[src/rtl/vlcfg_pkg.sv]
package vlcfg_pkg;

    localparam logic [6:0] VEC_OPC    = 7'b1010111;
    localparam logic [2:0] CFG_FUNCT  = 3'b111;
    localparam int         LIMIT_W    = 11;
    localparam int         REG_IDX_W  = 5;

    typedef enum logic [1:0] {
        CLS_NONE = 2'd0,
        CLS_EXEC = 2'd1,
        CLS_TRAP = 2'd2
    } instr_cls_e;

endpackage

[src/rtl/vlcfg_decode.sv]
module vlcfg_decode
    import vlcfg_pkg::*;
#(
    parameter int XLEN = 64
) (
    input  logic                 valid_i,
    input  logic [31:0]          word_i,
    output instr_cls_e           cls_o,
    output logic [LIMIT_W-1:0]   limit_o,
    output logic [REG_IDX_W-1:0] src_idx_o,
    output logic [REG_IDX_W-1:0] dst_idx_o
);

    localparam logic [LIMIT_W-1:0] MAX_LIMIT = LIMIT_W'(XLEN);

    logic hit;
    logic reserved;
    logic too_big;

    always_comb begin
        limit_o   = word_i[30:20];
        src_idx_o = word_i[19:15];
        dst_idx_o = word_i[11:7];
        hit       = valid_i && (word_i[6:0] == VEC_OPC) && (word_i[14:12] == CFG_FUNCT);
        reserved  = word_i[31];
        too_big   = (limit_o > MAX_LIMIT);
        if (!hit) begin
            cls_o = CLS_NONE;
        end else if (reserved || too_big) begin
            cls_o = CLS_TRAP;
        end else begin
            cls_o = CLS_EXEC;
        end
    end

endmodule

[src/rtl/vlcfg_len.sv]
module vlcfg_len
    import vlcfg_pkg::*;
#(
    parameter int XLEN = 64
) (
    input  logic [LIMIT_W-1:0]   limit_i,
    input  logic [REG_IDX_W-1:0] src_idx_i,
    input  logic [XLEN-1:0]      src_val_i,
    output logic [LIMIT_W-1:0]   len_o
);

    logic [XLEN-1:0] limit_ext;
    logic            src_smaller;

    always_comb begin
        limit_ext   = XLEN'(limit_i);
        src_smaller = (src_val_i < limit_ext);
        if (src_idx_i == '0) begin
            len_o = limit_i;
        end else if (src_smaller) begin
            len_o = LIMIT_W'(src_val_i);
        end else begin
            len_o = limit_i;
        end
    end

endmodule

[src/rtl/vlcfg_unit.sv]
module vlcfg_unit
    import vlcfg_pkg::*;
#(
    parameter  int XLEN = 64,
    localparam int VLW  = $clog2(XLEN + 1)
) (
    input  logic                 clk,
    input  logic                 rst,
    input  logic                 instr_valid,
    input  logic [31:0]          instr_word,
    input  logic [XLEN-1:0]      rs1_value,
    output logic [VLW-1:0]       vl_out,
    output logic                 vl_update,
    output logic                 rd_we,
    output logic [REG_IDX_W-1:0] rd_idx,
    output logic [XLEN-1:0]      rd_data,
    output logic                 trap
);

    typedef struct packed {
        logic [VLW-1:0]       vl;
        logic                 upd;
        logic                 we;
        logic [REG_IDX_W-1:0] idx;
        logic [XLEN-1:0]      data;
        logic                 trap;
    } unit_state_t;

    instr_cls_e           cls;
    logic [LIMIT_W-1:0]   limit;
    logic [REG_IDX_W-1:0] src_idx;
    logic [REG_IDX_W-1:0] dst_idx;
    logic [LIMIT_W-1:0]   new_len;

    unit_state_t st_d;
    unit_state_t st_q;

    vlcfg_decode #(.XLEN(XLEN)) u_decode (
        .valid_i   (instr_valid),
        .word_i    (instr_word),
        .cls_o     (cls),
        .limit_o   (limit),
        .src_idx_o (src_idx),
        .dst_idx_o (dst_idx)
    );

    vlcfg_len #(.XLEN(XLEN)) u_len (
        .limit_i   (limit),
        .src_idx_i (src_idx),
        .src_val_i (rs1_value),
        .len_o     (new_len)
    );

    always_comb begin
        st_d      = st_q;
        st_d.upd  = 1'b0;
        st_d.we   = 1'b0;
        st_d.idx  = '0;
        st_d.data = '0;
        st_d.trap = 1'b0;
        case (cls)
            CLS_TRAP: begin
                st_d.trap = 1'b1;
            end
            CLS_EXEC: begin
                st_d.vl  = VLW'(new_len);
                st_d.upd = 1'b1;
                if (dst_idx != '0) begin
                    st_d.we   = 1'b1;
                    st_d.idx  = dst_idx;
                    st_d.data = XLEN'(VLW'(new_len));
                end
            end
            default: ;
        endcase
    end

    always_ff @(posedge clk) begin
        if (rst) begin
            st_q <= '0;
        end else begin
            st_q <= st_d;
        end
    end

    assign vl_out    = st_q.vl;
    assign vl_update = st_q.upd;
    assign rd_we     = st_q.we;
    assign rd_idx    = st_q.idx;
    assign rd_data   = st_q.data;
    assign trap      = st_q.trap;

    // a non-matching opcode never produces any effect on the next cycle
    p_foreign_quiet_r1: assert property (@(posedge clk) disable iff (rst)
        (instr_word[6:0] != VEC_OPC) |=> (!trap && !vl_update && !rd_we));

    // a trap pulse excludes any state change
    p_trap_no_effect_r2: assert property (@(posedge clk) disable iff (rst)
        trap |-> (!rd_we && !vl_update));

    // the stored length never exceeds XLEN
    p_vl_bound_r3: assert property (@(posedge clk) disable iff (rst)
        (32'(vl_out) <= 32'(XLEN)));

    // a write carries the freshly loaded length to a non-zero register
    p_write_data_r6: assert property (@(posedge clk) disable iff (rst)
        rd_we |-> (vl_update && rd_idx != '0 && rd_data == XLEN'(vl_out)));

    // without the strobe nothing happens one cycle later
    p_idle_r8: assert property (@(posedge clk) disable iff (rst)
        !instr_valid |=> (!trap && !vl_update && !rd_we));

    // the length register only moves on an update pulse
    p_vl_hold_r8: assert property (@(posedge clk) disable iff (rst)
        !vl_update |-> (vl_out == $past(vl_out)));

endmodule

[config.mk]
export PLATFORM = sky130hd
export DESIGN_NAME = vlcfg_unit
export DESIGN_NICKNAME = d
export VERILOG_FILES = /design/src/rtl/vlcfg_pkg.sv /design/src/rtl/vlcfg_decode.sv /design/src/rtl/vlcfg_len.sv /design/src/rtl/vlcfg_unit.sv
export SDC_FILE = /design/constraint.sdc
export NUM_CORES = 1
export LEC_CHECK = 0
export ABC_AREA = 1
export BUFFER_PORTS_ARGS = -buffer_cell sky130_fd_sc_hd__buf_2
export CORE_ASPECT_RATIO = 2
export CORE_UTILIZATION = 42
export DETAILED_ROUTE_END_ITERATION = 10
export PLACE_DENSITY_LB_ADDON = 0.12
export SYNTH_ARGS = -nofsm -noshare
export SYNTH_HDL_FRONTEND = slang
export SYNTH_HIERARCHICAL = 1
export SYNTH_SLANG_ARGS = --single-unit
[constraint.sdc]
create_clock -name clk -period 5.2 [get_ports clk]
set_input_delay 0.78 -clock clk [delete_from_list [all_inputs] [get_ports clk]]
set_output_delay 0.78 -clock clk [all_outputs]
set_load 0.02 [all_outputs]
# Yosys cells after proc, flatten, opt, wreduce, memory -nomap -nowiden
# Cells that the tools add are included.
# word_totals
register_bits	79
latch_bits	0
mem_bits_rw	0
romBits	0
in_bits	99
out_inout_bits	79
wordCells	29
mem_count	0
# op_classes
add_sub_neg	0
n_mul	0
div	0
n_lt_le_gt_ge	2
n_eq_ne	4
shift	0
mux	7
bitwise	2
n_reduce_logical	7
# op_table
cell	count
$mux W71	1
$mux W70	1
$lt A64 B11 Y1	1
$mux W7	2
$gt A11 B7 Y1 const B	1
$eq A7 B7 Y1 const B	1
$logic_not A5 Y1	1
$reduce_bool A5 Y1	1
$mux W2	2
$eq A3 B3 Y1 const B	1
$reduce_or A3 Y1	1
$eq A2 B1 Y1 const B	1
$eq A2 B2 Y1 const B	1
$logic_and A1 B1 Y1	2
$not A1 Y1	2
$reduce_or A2 Y1	1
$logic_or A1 B1 Y1	1
$mux W1	1

# Depth between registers and ports, before layout
# depth
word_depth	7
depth_mapped	16
ltp_nobuf	14

# Modules after synthesis
# The synthesis kept the hierarchy.
# by_module_without_submodules
module	instances	cells_each	area_per_inst_um2
vlcfg_unit	1	137	1149.9
vlcfg_len	1	136	656.9
vlcfg_decode	1	45	254.0

# Worst setup path before layout
# OpenSTA, ideal clock, no wires.
# synth_path
path_type	input to register
start	in instr_word[25]
end	reg st_q, in the netlist vl_out[0]
setup_ns	0.116
arrival_time_ns	2.109
t_required_ns	5.084
path_slack_ns	2.975
path_stages	14
path_cell_list	buf_4 inv_1 ha_1 a21oi_1 nor2_1 nor3_1 nand2_1 nand2_1 nand2_2 buf_6 nand2_1 nand2_1 o21ai_0 nor2_1
# synth_between
word_cells_on_any_way	8
classes_between	order compare: 2; eq/ne: 1; mux: 4; reduce/logical: 1
# synth_lines
item	line	text
from (decl)	vlcfg_unit.sv:10	input logic [31:0] instr_word,
$lt A64 B11 Y1	vlcfg_len.sv:17	src_smaller = (src_val_i < limit_ext);
$mux W7	vlcfg_len.sv:20	end else if (src_smaller) begin
$mux W7	vlcfg_len.sv:18	if (src_idx_i == '0) begin
net new_len[0]	vlcfg_unit.sv:33	logic [LIMIT_W-1:0] new_len;
to (signal assigned)	vlcfg_unit.sv:82	st_q <= st_d;
to (decl)	vlcfg_unit.sv:36	unit_state_t st_q;
# The timed path passes the listed nets, and every way through them passes these cells.
# A chain may end at the register's enable or synchronous reset.

# Worst setup path in the final report
# layout_path
start	in instr_word[25]
end	reg st_q, in the netlist vl_out[2]
# Same word-level chain as after synthesis.

==> impl_metrics.json <==
{
  "slew_viol_final": 0,
  "cp_max_fo": 8,
  "cts_resized": 0,
  "setup_ws_ns": 2.997,
  "via_count": 1852,
  "rsz0062_at_grt": "no",
  "clkLatencyLatePin_ns": 0.26,
  "core_um2": 4598,
  "die-area_um2": 5085,
  "core.rowCount": 35,
  "viasPerCell": 4.035,
  "fin_setup_tns_ns": 0,
  "whs_path_depth": 2,
  "cp.depth": 13,
  "path_class": "input pin to register",
  "cp.buffers_inverters": 2,
  "max-cap-violations": 0,
  "grt_usage_pct": 16.20,
  "grt_max_degree": 14,
  "finish.utilization_pct": 50.56,
  "grt_antenna_before_repair": 0,
  "fillers": 529,
  "crit_path_frequent_cell": "nand2_1",
  "fmaxAchievable_mhz": 453.9,
  "die-width_um": 50.93,
  "syn_avg_cell_area_um2": 6.571,
  "crit_path_end_kind": "register",
  "max_stage_delay_ns": 0.29,
  "cts_setup_buffers": 0,
  "path_cells": "buf_2, inv_1, ha_1, a21oi_1, nor2_1, nor3_1, nand2_1, nand2_1, nand2_2, nand2_1, nand2_1, o21ai_0, nor2_1",
  "syn_to_final_growth_pct": 15.62,
  "numClockSinks": 22,
  "syn-cell-area_um2": 2011,
  "antenna_left": 0,
  "peakVddDrop_uv": 174.5,
  "p_leak_nw": 1.435,
  "hold_path_class": "register to register",
  "clock_skew_ns": 0,
  "initialDrtViolationCount": 17,
  "required_ns": 5.36,
  "yosysWarnings": 6,
  "clock_path_buffers": 2,
  "grt_overflow_total": 0,
  "finalNetCount": 514,
  "cts.clk_slew.worst_paths_ns": 0.08,
  "outcome": "finished, final reports clean",
  "totalWireLength_um": 3988,
  "drc": 0,
  "cts_tree": "done",
  "layout-drive-gt1-share_pct": 34.41,
  "clockRootBuffer": "clkbuf_8",
  "setup_viol": 0,
  "period_share_pct": 42.37,
  "io_buffers": 120,
  "place_ws_ns": 2.699,
  "cts_inserted_buffers": 3,
  "cp.arrival_ns": 2.36,
  "io_pins": 178,
  "finalCriticalPeriod_ns": 2.203,
  "synthCells": 306,
  "cp-start-kind": "input pin",
  "dp_hpwl_um": 3766,
  "cts_hold_buf": 0,
  "grt_pass1_vias": 1682,
  "hold_violations": 0,
  "post_drt_wl_per_cell_um": 8.688,
  "grt_pass1_wl_um": 6458,
  "first_pass_iters": 4,
  "power.density_nw_per_um2": 171.5,
  "place.gp.congestion": 0.7924,
  "fin_hold_ws_ns": 0.4840,
  "start_util_pct": 43.73,
  "total_power_mw": 0.3987,
  "r2r_cells": 2,
  "die_height_um": 99.85,
  "htreeDepth": 1,
  "cp_slowest_cell": "ha_1",
  "crit_family": "simple AND/OR/NAND/NOR gates",
  "antenna_cells": 0
}
-- worst reg2reg max path: stages (launching register included) --
cell,delay [ns]
dfxtp_1,0.32
nor2_1,0.10
nor2_1,0.05
-- stage by stage --
stage | cells | area (um2)
2_1_floorplan | 362 | 2221
3_3_place_gp | 455 | 2270
3_5_place_dp | 455 | 2270
4_1_cts | 459 | 2325
5_1_grt | 459 | 2325
6_report | 459 | 2325
-- flip-flops by register name, indices dropped and copies added (netlist names) --
name	count
rd_we	1
rd_idx	5
vl_update	1
vl_out	7
trap	1
rd_data	7
-- path summary, 6_finish.rpt --
kind	from	endpoint	slack (ns)
hold / removal	vl_out[6]	vl_out[6]	0.48
setup / recovery	instr_word[25]	vl_out[2]	3.00
setup reg to reg	vl_out[3]	vl_out[3]	4.63
hold reg to reg	vl_out[6]	vl_out[6]	0.48
-- power breakdown --
group / switching (mW) / internal (mW) / total (mW) / leakage, nW
Sequential: 0.000000953 / 0.168 / 0.168 / 0.177
Combinational: 0.0705 / 0.0404 / 0.111 / 1.23
Clock: 0.0521 / 0.0674 / 0.120 / 0.0288
Total: 0.123 / 0.276 / 0.399 / 1.44
-- per-layer routing --
| layer | up-vias | part of all wire (%) | global-route usage [%] |
|---|---|---|---|
| met5 | - | 0 | 0 |
| met4 | 0 | 1.4 | 6.410 |
| met3 | 4 | 7.5 | 1.515 |
| met2 | 92 | 60 | 35.02 |
| met1 | 775 | 31 | 13.54 |
| li1 | 981 | - | - |
-- cell usage in the layout (no fill, tap or decap), types with 2 or more instances in the layout --
cell / instances
a21oi_1: 4
nor2_1: 64
buf_2: 120
o21ai_0: 7
conb_1: 57
nor2_2: 9
dfxtp_1: 22
nand2_2: 2
nand3_1: 11
clkbuf_8: 4
nor3_1: 3
inv_1: 34
ha_1: 10
nand2_1: 48
nor2_4: 3
-- final cells by class --
type | count | area, um2 | share of cell area, %
Multi-Input combinational cell | 224 | 1032 | 44.40
Timing Repair Buffer | 120 | 600.6 | 25.83
Sequential cell | 22 | 440.4 | 18.95
Inverter | 34 | 127.6 | 5.490
Tap cell | 55 | 68.82 | 2.960
Clock buffer | 4 | 55.05 | 2.368
No activity file was read; power rests on OpenSTA's default activity.
